[config.mk]
export PLATFORM = sky130hd
export DESIGN_NAME = shx_host_sched
export DESIGN_NICKNAME = d
export VERILOG_FILES = /design/src/rtl/shx_pkg.sv /design/src/rtl/shx_byte_shifter.sv /design/src/rtl/shx_tx_framer.sv /design/src/rtl/shx_rx_sink.sv /design/src/rtl/shx_host_sched.sv
export SDC_FILE = /design/constraint.sdc
export NUM_CORES = 1
export LEC_CHECK = 0
export ABC_AREA = 1
export ABC_CLOCK_PERIOD_IN_PS = 3600
export BUFFER_PORTS_ARGS = -buffer_cell sky130_fd_sc_hd__buf_4
export CAP_MARGIN = 20
export CORE_ASPECT_RATIO = 0.5
export CORE_UTILIZATION = 61
export CTS_CLUSTER_SIZE = 12
export DETAILED_ROUTE_END_ITERATION = 8
export PLACE_DENSITY = 0.83
export SYNTH_ARGS = -nofsm -noshare
export SYNTH_HDL_FRONTEND = slang
export SYNTH_SLANG_ARGS = --single-unit
[constraint.sdc]
create_clock -name clk -period 3.6 [get_ports clk]
set_input_delay 0.72 -clock clk [delete_from_list [all_inputs] [get_ports clk]]
set_output_delay 0.72 -clock clk [all_outputs]
set_load 0.1 [all_outputs]
[src/rtl/shx_pkg.sv]
package shx_pkg;
  localparam int HDR_BYTES = 3;
  localparam logic [7:0] KIND_DATA = 8'h01;
  localparam logic [7:0] KIND_INIT = 8'h02;

  typedef enum logic [2:0] {
    S_RST, S_GUARD, S_IDLE, S_PREP, S_SHIFT, S_END
  } sched_st_e;

  function automatic logic [15:0] clip_len(input logic [15:0] len, input logic [15:0] lim);
    return (len > lim) ? lim : len;
  endfunction
endpackage

[src/rtl/shx_byte_shifter.sv]
// One SPI mode-0 byte, MSB first: MOSI is set while SCLK is low, MISO is
// captured on the rising edge.
module shx_byte_shifter #(
  parameter int CLK_DIV = 4
) (
  input  logic       clk,
  input  logic       rst_n,
  input  logic       start,
  input  logic [7:0] tx_byte,
  input  logic       miso,
  output logic       done,
  output logic [7:0] rx_byte,
  output logic       sclk,
  output logic       mosi
);
  localparam int HALF = CLK_DIV / 2;
  localparam int HW   = $clog2(HALF + 1);

  logic          busy_q, phase_hi, sclk_q, done_q;
  logic [HW-1:0] cnt;
  logic [2:0]    bitn;
  logic [7:0]    sh_tx, sh_rx;

  always_ff @(posedge clk or negedge rst_n) begin
    if (!rst_n) begin
      busy_q <= 1'b0; phase_hi <= 1'b0; sclk_q <= 1'b0; done_q <= 1'b0;
      cnt <= '0; bitn <= '0; sh_tx <= '0; sh_rx <= '0;
    end else begin
      done_q <= 1'b0;
      if (!busy_q) begin
        if (start) begin
          busy_q <= 1'b1; sh_tx <= tx_byte; cnt <= '0;
          bitn <= '0; phase_hi <= 1'b0; sclk_q <= 1'b0;
        end
      end else if (cnt != HW'(HALF - 1)) begin
        cnt <= cnt + 1'b1;
      end else begin
        cnt <= '0;
        if (!phase_hi) begin
          sclk_q   <= 1'b1;
          phase_hi <= 1'b1;
          sh_rx    <= {sh_rx[6:0], miso};
        end else begin
          sclk_q   <= 1'b0;
          phase_hi <= 1'b0;
          if (bitn == 3'd7) begin
            busy_q <= 1'b0;
            done_q <= 1'b1;
          end else begin
            bitn  <= bitn + 1'b1;
            sh_tx <= {sh_tx[6:0], 1'b0};
          end
        end
      end
    end
  end

  assign done    = done_q;
  assign rx_byte = sh_rx;
  assign sclk    = sclk_q;
  assign mosi    = sh_tx[7];

  assert_sclk_low_when_idle_R5: assert property (@(posedge clk) disable iff (!rst_n)
    !busy_q |=> (!sclk_q || busy_q));
endmodule

[src/rtl/shx_tx_framer.sv]
// Chooses the byte to shift out at each frame position.
module shx_tx_framer import shx_pkg::*; #(
  parameter int FRAME_BYTES = 1600,
  localparam int IW = $clog2(FRAME_BYTES + 1)
) (
  input  logic [IW-1:0] idx,
  input  logic          frame_ok,
  input  logic [15:0]   flen,
  input  logic [7:0]    tx_data,
  output logic [7:0]    byte_out,
  output logic          need_stream
);
  logic [IW-1:0] pay_off;
  logic          in_pay;

  assign pay_off     = idx - IW'(HDR_BYTES);
  assign in_pay      = frame_ok && (idx >= IW'(HDR_BYTES)) && (pay_off < flen[IW-1:0]);
  assign need_stream = in_pay;

  always_comb begin
    byte_out = 8'h00;
    if (frame_ok) begin
      if (idx == IW'(0))                  byte_out = flen[7:0];
      else if (idx == IW'(1))             byte_out = flen[15:8];
      else if (idx == IW'(HDR_BYTES - 1)) byte_out = KIND_DATA;
      else if (in_pay)                    byte_out = tx_data;
    end
  end
endmodule

[src/rtl/shx_rx_sink.sv]
// Parses the received header and presents the payload bytes on a valid/ready stream.
module shx_rx_sink import shx_pkg::*; #(
  parameter int FRAME_BYTES = 1600,
  localparam int IW = $clog2(FRAME_BYTES + 1)
) (
  input  logic          clk,
  input  logic          rst_n,
  input  logic          in_valid,
  input  logic [IW-1:0] in_idx,
  input  logic [7:0]    in_byte,
  output logic          room,
  output logic          link_open,
  output logic [7:0]    out_data,
  output logic          out_valid,
  output logic          out_last,
  input  logic          out_ready
);
  localparam logic [15:0] MAXP = 16'(FRAME_BYTES - HDR_BYTES);

  logic [15:0]   len_q, eff_len;
  logic [IW-1:0] eff_q, pay_off;
  logic          deliver_q, open_q, ov_q, last_q;
  logic [7:0]    data_q;

  assign eff_len = clip_len(len_q, MAXP);
  assign pay_off = in_idx - IW'(HDR_BYTES);

  always_ff @(posedge clk or negedge rst_n) begin
    if (!rst_n) begin
      len_q <= '0; eff_q <= '0; deliver_q <= 1'b0; open_q <= 1'b0;
      ov_q <= 1'b0; last_q <= 1'b0; data_q <= '0;
    end else begin
      if (ov_q && out_ready) ov_q <= 1'b0;
      if (in_valid) begin
        if (in_idx == IW'(0)) begin
          len_q[7:0] <= in_byte;
          deliver_q  <= 1'b0;
        end else if (in_idx == IW'(1)) begin
          len_q[15:8] <= in_byte;
        end else if (in_idx == IW'(HDR_BYTES - 1)) begin
          if (in_byte == KIND_INIT) open_q <= 1'b1;
          deliver_q <= open_q && (in_byte == KIND_DATA) && (len_q != 16'd0);
          eff_q     <= eff_len[IW-1:0];
        end else if (deliver_q && pay_off < eff_q) begin
          ov_q   <= 1'b1;
          data_q <= in_byte;
          last_q <= (pay_off == eff_q - 1'b1);
        end
      end
    end
  end

  assign room      = !ov_q;
  assign link_open = open_q;
  assign out_data  = data_q;
  assign out_valid = ov_q;
  assign out_last  = last_q;

  assert_rx_hold_R9: assert property (@(posedge clk) disable iff (!rst_n)
    (ov_q && !out_ready) |=> (ov_q && $stable(data_q) && $stable(last_q)));
  assert_open_sticky_R7: assert property (@(posedge clk) disable iff (!rst_n)
    open_q |=> open_q);
endmodule

[src/rtl/shx_host_sched.sv]
module shx_host_sched import shx_pkg::*; #(
  parameter int FRAME_BYTES  = 1600,
  parameter int CLK_DIV      = 4,
  parameter int RST_CYCLES   = 1000,
  parameter int GUARD_CYCLES = 256
) (
  input  logic        clk,
  input  logic        rst_n,
  output logic        per_rst_n,
  input  logic        hs_in,
  input  logic        drdy_in,
  output logic        sclk,
  output logic        mosi,
  input  logic        miso,
  output logic        cs_n,
  output logic        link_open,
  input  logic        tx_req,
  input  logic [15:0] tx_len,
  output logic        tx_taken,
  input  logic [7:0]  tx_data,
  input  logic        tx_valid,
  output logic        tx_ready,
  output logic [7:0]  rx_data,
  output logic        rx_valid,
  output logic        rx_last,
  input  logic        rx_ready
);
  localparam int IW      = $clog2(FRAME_BYTES + 1);
  localparam int CNT_MAX = (RST_CYCLES > GUARD_CYCLES) ? RST_CYCLES : GUARD_CYCLES;
  localparam int CW      = $clog2(CNT_MAX + 1);
  localparam logic [15:0] MAXP = 16'(FRAME_BYTES - HDR_BYTES);

  sched_st_e     st;
  logic [CW-1:0] cnt;
  logic [IW-1:0] idx;
  logic          per_rst_q, cs_q, frame_ok, tx_taken_q, armed;
  logic [15:0]   flen;
  logic          hs_m, hs_s, hs_d, dr_m, dr_s;
  logic          pend, go, launch, need_stream, room, sh_done;
  logic [7:0]    tx_byte, rx_byte;

  always_ff @(posedge clk or negedge rst_n) begin
    if (!rst_n) begin
      hs_m <= 1'b0; hs_s <= 1'b0; hs_d <= 1'b0; dr_m <= 1'b0; dr_s <= 1'b0;
    end else begin
      hs_m <= hs_in; hs_s <= hs_m; hs_d <= hs_s;
      dr_m <= drdy_in; dr_s <= dr_m;
    end
  end

  assign pend     = link_open && tx_req && (tx_len != 16'd0);
  assign go       = (st == S_IDLE) && armed && hs_s && (dr_s || pend);
  assign launch   = (st == S_PREP) && room && (!need_stream || tx_valid);
  assign tx_ready = (st == S_PREP) && room && need_stream;

  always_ff @(posedge clk or negedge rst_n) begin
    if (!rst_n) begin
      st <= S_RST; cnt <= '0; idx <= '0; per_rst_q <= 1'b0; cs_q <= 1'b1;
      frame_ok <= 1'b0; flen <= '0; tx_taken_q <= 1'b0; armed <= 1'b0;
    end else begin
      tx_taken_q <= 1'b0;
      if (!hs_s) armed <= 1'b0;
      else if (!hs_d && st != S_RST && st != S_GUARD) armed <= 1'b1;
      case (st)
        S_RST: begin
          if (cnt == CW'(RST_CYCLES - 1)) begin
            cnt <= '0; per_rst_q <= 1'b1; st <= S_GUARD;
          end else cnt <= cnt + 1'b1;
        end
        S_GUARD: begin
          if (cnt == CW'(GUARD_CYCLES - 1)) begin
            cnt <= '0; st <= S_IDLE;
          end else cnt <= cnt + 1'b1;
        end
        S_IDLE: begin
          if (go) begin
            armed      <= 1'b0;
            cs_q       <= 1'b0;
            idx        <= '0;
            frame_ok   <= pend;
            flen       <= clip_len(tx_len, MAXP);
            tx_taken_q <= pend;
            st         <= S_PREP;
          end
        end
        S_PREP:  if (launch) st <= S_SHIFT;
        S_SHIFT: begin
          if (sh_done) begin
            if (idx == IW'(FRAME_BYTES - 1)) st <= S_END;
            else begin
              idx <= idx + 1'b1;
              st  <= S_PREP;
            end
          end
        end
        S_END: begin
          cs_q <= 1'b1;
          st   <= S_IDLE;
        end
        default: st <= S_IDLE;
      endcase
    end
  end

  shx_tx_framer #(.FRAME_BYTES(FRAME_BYTES)) u_framer (
    .idx(idx), .frame_ok(frame_ok), .flen(flen), .tx_data(tx_data),
    .byte_out(tx_byte), .need_stream(need_stream)
  );

  shx_byte_shifter #(.CLK_DIV(CLK_DIV)) u_shift (
    .clk(clk), .rst_n(rst_n), .start(launch), .tx_byte(tx_byte), .miso(miso),
    .done(sh_done), .rx_byte(rx_byte), .sclk(sclk), .mosi(mosi)
  );

  shx_rx_sink #(.FRAME_BYTES(FRAME_BYTES)) u_sink (
    .clk(clk), .rst_n(rst_n), .in_valid((st == S_SHIFT) && sh_done), .in_idx(idx),
    .in_byte(rx_byte), .room(room), .link_open(link_open), .out_data(rx_data),
    .out_valid(rx_valid), .out_last(rx_last), .out_ready(rx_ready)
  );

  assign per_rst_n = per_rst_q;
  assign cs_n      = cs_q;
  assign tx_taken  = tx_taken_q;

  assert_cs_needs_hs_R3: assert property (@(posedge clk) disable iff (!rst_n)
    $fell(cs_q) |-> $past(hs_s));
  assert_no_xfer_in_reset_R1: assert property (@(posedge clk) disable iff (!rst_n)
    !per_rst_q |-> cs_q);
  assert_tx_ready_in_frame_R10: assert property (@(posedge clk) disable iff (!rst_n)
    tx_ready |-> !cs_q);
  assert_sclk_idle_R5: assert property (@(posedge clk) disable iff (!rst_n)
    cs_q |-> !sclk);
endmodule

== Word-level counts from Yosys, hierarchy flattened ==
Cells that the tools add are included.
Widths: inputs -> output; s select.

* $add $sub $neg: 6
* $lt $le $gt $ge: 5
* Eq/ne operators: 26
* Multiplexer cells: 64
* Bitwise operators: 5
* Reductions and logical operators: 46

{| class="wikitable"
|+ Operators with widths
! operator !! count
|-
| $mux 8 || 10
|-
| $mux 11 || 4
|-
| $mux 3 || 11
|-
| $gt 16x11->1 const B || 2
|-
| $reduce_bool 16->1 || 2
|-
| $mux 1 || 29
|-
| $lt 11x11->1 || 2
|-
| $pmux 11 s2 || 1
|-
| $mux 10 || 2
|-
| $pmux 10 s2 || 1
|-
| $logic_and 1x1->1 || 17
|-
| $mux 16 || 1
|-
| $ne 2x2->1 const B || 8
|-
| $pmux 3 s5 || 1
|-
| $reduce_and 5->1 || 3
|-
| $reduce_and 4->1 || 3
|-
| $add 11x1->11 const B || 1
|-
| $eq 11x1->1 const B || 1
|-
| $eq 11x11->1 || 1
|-
| $eq 11x11->1 const B || 1
|-
| $eq 11x2->1 const B || 1
|-
| $ge 11x2->1 const B || 1
|-
| $logic_not 11->1 || 1
|-
| $sub 11x1->11 const B || 1
|-
| other kinds (23) || 47
|}

* Register bits: 113
* Bits of input ports: 32
* Output and inout port bits: 17
* Logic and storage cells: 181

== Depth between registers and ports, before layout ==
* Word-level depth: 10
* Gate-level depth with buffers: 20
* Gate-level depth less buffers: 20

== Cells and area by module ==
Synthesis repeated with hierarchy kept, for this count alone.

* Cells, all modules: 1,048
* Area, all modules: 7,567.3 µm²

{| class="wikitable"
|+ By module, submodules not included
! module !! instances !! cells an instance !! area each (µm²) !! seq. area each (µm²)
|-
| shx_rx_sink || 1 || 410 || 2,879.0 || 975.9
|-
| shx_host_sched || 1 || 347 || 2,642.5 || 1,252.5
|-
| shx_byte_shifter || 1 || 137 || 1,167.4 || 600.6
|-
| shx_tx_framer || 1 || 154 || 878.3 || 0.0
|}

== Least setup slack after synthesis ==
Ideal clock, no wire load.

* Kind: register to output
* Start point: reg idx[0]
* End point: out tx_ready
* Arrival time: 4.776 ns
* Required time: 2.880 ns
* Path slack: -1.896 ns
* Cell stages (with the launch flop): 14
* Path buffers: 0
* Path through: dfrtp_1 -> ha_1 -> inv_2 -> nand2_2 -> nor2_4 -> nand2_1 -> nand2_1 -> nand2_1 -> ha_1 -> nand2_1 -> nand2_1 -> nor2_1 -> nand3_1 -> nor4_1

* Word-level cells in the longest chain between the ends: 4
* Elaborated cells on any way between the ends: 6

{| class="wikitable"
|+ Ends and longest elaborated chain
! what !! RTL line !! RTL
|-
| start: declaration || shx_host_sched.sv:35 || <nowiki>logic [IW-1:0] idx;</nowiki>
|-
| start signal: assignment || shx_host_sched.sv:91 || <nowiki>idx <= idx + 1'b1;</nowiki>
|-
| $sub 11x2->11 / $ge 11x2->1 (equally long branches) || shx_tx_framer.sv:16, shx_tx_framer.sv:17 ||
|-
| $lt 11x11->1 / $logic_and 1x1->1 (equally long branches) || shx_tx_framer.sv:17 || <nowiki>assign in_pay = frame_ok && (idx >= IW'(HDR_BYTES)) && (pay_off < flen[IW-1:0]);</nowiki>
|-
| $logic_and 1x1->1 * || shx_tx_framer.sv:17 ||
|-
| $logic_and 1x1->1 * || shx_host_sched.sv:54 || <nowiki>assign tx_ready = (st == S_PREP) && room && need_stream;</nowiki>
|-
| end: declaration || shx_host_sched.sv:22 || <nowiki>output logic tx_ready,</nowiki>
|}

Every way passes the cells marked *; elsewhere a longest branch is shown, timed or not.

== Worst setup path in the final report ==
Same ends and word-level chain as after synthesis.

==> run_results.csv <==
group,metric,value,unit
route,first_pass_iters,7,
floorplan,start_util,62.76,%
synthesis,synthSimpleGateAreaFrac,34.72,%
synthesis,synthMuxAreaShare,0,%
min_path,hold_class,"flip-flop to flip-flop",
sta,rsz0062_at_grt,"false",
clock_network,postCtsHoldBufs,0,
synthesis,synth_compound_area_share,9.703,%
sta,finalSetupTns,0,ps
route,remaining_drc_errors,1,
clock_network,clockRootBuffer,"clkbuf_16",
clock_network,cts_tree,"built",
synthesis,yosysTopAreaCell,"dfrtp_1",
clock_network,cts_buffers,17,
synthesis,syn-instance-count,935,
synthesis,yosysMostFrequentCell,"nand2_1",
power_and_ir_drop,p_leak,4.161,nW
finish,nets,1052,
clock_network,h-tree-depth,4,
floorplan,die_w,152.5,um
synthesis,synth_flop_cell,"dfrtp_1",
sta,finalCritPeriodShare,95.72,%
synthesis,yosys.area_share.xor_xnor,1.140,%
critical_path,crit_required,2880,ps
floorplan,core_area,0.01101,sq mm
floorplan,num_rows,27,
synthesis,yosys_warnings,0,
sta,final_max_slew_viol_count,0,
route,drtAntennaViolNets,0,
synthesis,synth_top_family_by_area,"simple AND/OR/NAND/NOR gates",
finish,diodes,0,
synthesis,syn_nets,996,
placement,io_buffer_count,48,
finish,final_layout_size_suffix_gt1_share,15.44,%
grt,grt_pass1_vias,6123,
power_and_ir_drop,p_per_area,638.2,mW/mm^2
synthesis,ys_types,50,
synthesis,synth_common_cells,"nand2_1 (299), dfrtp_1 (112), inv_1 (102)",
clock_network,numClockSinks,113,
grt,grt-ovfl-total,0,
synthesis,synthAdderAreaFrac,5.250,%
clock_network,path_clk_slew,60,ps
finish,post_layout_nonfiller_instances,1149,
sta,setup_violations,0,
clock_network,cts_max_path_buffers,2,
sta,slew_headroom,47.05,%
synthesis,yosysTopAreaCellShare,40.55,%
sta,timing.fmax,0.2902,GHz
sta,worst_pin_slew,792.3,ps
job,drv_cap,0,
grt,grt_max_degree,60,
critical_path,arrival,2730,ps
finish,area_growth,16.76,%
route,totalWireLength,18.05,mm
critical_path,endpoint_kind,"output pin",
power_and_ir_drop,irDropWorstVdd,0.4090,mV
synthesis,synth_edf_count,0,
sta,fin_crit,3446,ps
route,wl_per_cell,15.71,um
floorplan,ios,49,
route,vias,6430,
floorplan,die_h,77.27,um
grt,grt_first_pass_wirelength,30.02,mm
synthesis,synth_area,0.006912,sq mm
status,status,"finished with violations",
synthesis,ys_seq_elements,113,
grt,antenna_found_initial,0,
floorplan,dieArea,0.01179,sq mm
critical_path,crit_path_start_kind,"flip-flop",
sta,timing.clock.skew,12.02,ps
sta,hold_viol_final,0,
synthesis,seq_area_frac_synth,40.93,%
synthesis,ys_top_cells_by_area,"dfrtp_1 (41%), nand2_1 (16%), inv_1 (5.5%)",
placement,post-place-cells,1111,
synthesis,synth.avg_cell_area,7.392,sq um
placement,dp_hpwl,12.80,mm
grt,grt_util_all_layers,33.13,%
synthesis,async_flop_share,100.0,%
critical_path,path_max_fanout,8,
placement,gp_congestion,0.9860,
route,drt-initial-drc-count,593,
clock_network,clock_latency,430,ps
route,vias_per_cell,5.596,
status,failed_checks,"design-rule violations",
critical_path,path_class,"flip-flop to output pin",
[critical path, stage by stage, from the launching register on]
cell	delay, ps
dfrtp_2	450
ha_4	200
inv_4	100
nand2_2	100
nor2_4	130
nor2_1	60
nor2_2	180
ha_1	280
nand2_1	70
nor2_1	60
nand3_1	120
nand3_2	130
nor4_4	170
buf_6	260
[area by class of cell]
type	count	area, sq um
multi-input cells	690	3570
fillers	857	2943
flip-flops and latches	113	2831
repair buffers	57	444.2
clock buffers	17	425.4
inverters	112	422.9
clock inverters	15	195.2
well taps	145	181.4
[stage by stage]
step	total power (W)	setup WS (ps)	util [%]	hold WS, ps	instance area [sq um]
2_1_floorplan	0.002890	4.416	-	331.2	6949
3_3_place_gp	0.003217	358.9	66.97	331.4	7376
3_5_place_dp	0.003269	263.5	66.97	336.3	7376
4_1_cts	0.005125	12.03	73.23	349.8	8065
5_1_grt	0.005457	4.503	73.28	356.2	8070
6_report	0.005151	154.1	73.28	347.5	8070
[sequential cells by signal (all words and copies together), names as in the netlist, 8 cells and up]
signal,count
u_sink.out_data,8
flen,16
u_shift.rx_byte,8
u_sink.len_q,16
cnt,10
u_sink.eff_q,11
u_shift.sh_tx,8
idx,11
[layer usage]
layer,global-route usage [%],vias to the layer above,routed length (um)
met1,44.28,3033,8106
li1,-,3123,-
met2,51.80,228,8125
met4,13.43,0,461
met5,0,-,0
met3,8.479,46,1356
[timing repair]
item	in CTS	in global routing
pin swaps	2	1
gates cloned	0	0
setup endpoints to repair	1	1
buffers inserted	6	0
resized for setup	6	2
[layout by cell type, fill, tap and decap left out, types with 2 or more instances in the layout]
master,netlist,final
a21o_1,3,3
a21oi_1,25,25
a21oi_2,2,2
a22oi_1,3,3
and3_1,2,2
buf_4,2,55
bufinv_16,0,3
clkbuf_16,0,17
clkinv_4,0,2
dfrtp_1,112,110
dfrtp_2,0,2
ha_1,29,27
ha_4,0,2
inv_1,102,101
inv_2,9,9
inv_6,0,6
inv_8,0,2
nand2_1,299,296
nand2_2,8,11
nand2_4,2,2
nand3_1,70,69
nand3_2,1,2
nand3_4,2,2
nand3b_1,2,2
nand4_1,17,17
nor2_1,86,84
nor2_2,5,7
nor2_4,7,7
nor3_1,17,17
nor3b_1,2,2
nor4_1,8,7
o21ai_0,46,46
o21ai_1,18,18
o21ai_2,8,8
o31ai_1,2,2
or2_2,4,4
xnor2_1,2,2
xor2_1,7,7
[where the power goes]
group          internal [W]  switching [W]  leakage, nW
clock network       0.00111       0.000696        0.303
registers           0.00146       0.000160         1.49
logic              0.000528        0.00119         2.36
[path summary, 6_finish.rpt]
kind                                    start                     endpoint  cells after the start  slack, ps
min in group asynchronous               rst_n           cnt[6]$_DFFE_PN0P_                      1        370
setup reg to reg           idx[0]$_DFFE_PN0P_  u_sink.out_last$_DFFE_PN0P_                     17        620
max in group asynchronous               rst_n             cs_n$_DFFE_PN1P_                      2       2460
hold / removal                 hs_m$_DFF_PN0_               hs_s$_DFF_PN0_                      0        350
hold reg to reg                hs_m$_DFF_PN0_               hs_s$_DFF_PN0_                      0        350
setup / recovery           idx[0]$_DFFE_PN0P_                     tx_ready                     13        150
[cell families (layout without fill, tap and decap cells)]
| kind of cell | count (synthesis) | after routing |
|---|---|---|
| AOI/OAI and AO/OA | 116 | 116 |
| xor gates and xnor gates | 9 | 9 |
| adders and majority gates | 29 | 29 |
| buffers and inverters | 132 | 201 |
| DFF | 113 | 113 |
| and+or+nand+nor | 536 | 536 |
No activity file was read; power rests on OpenSTA's default activity.
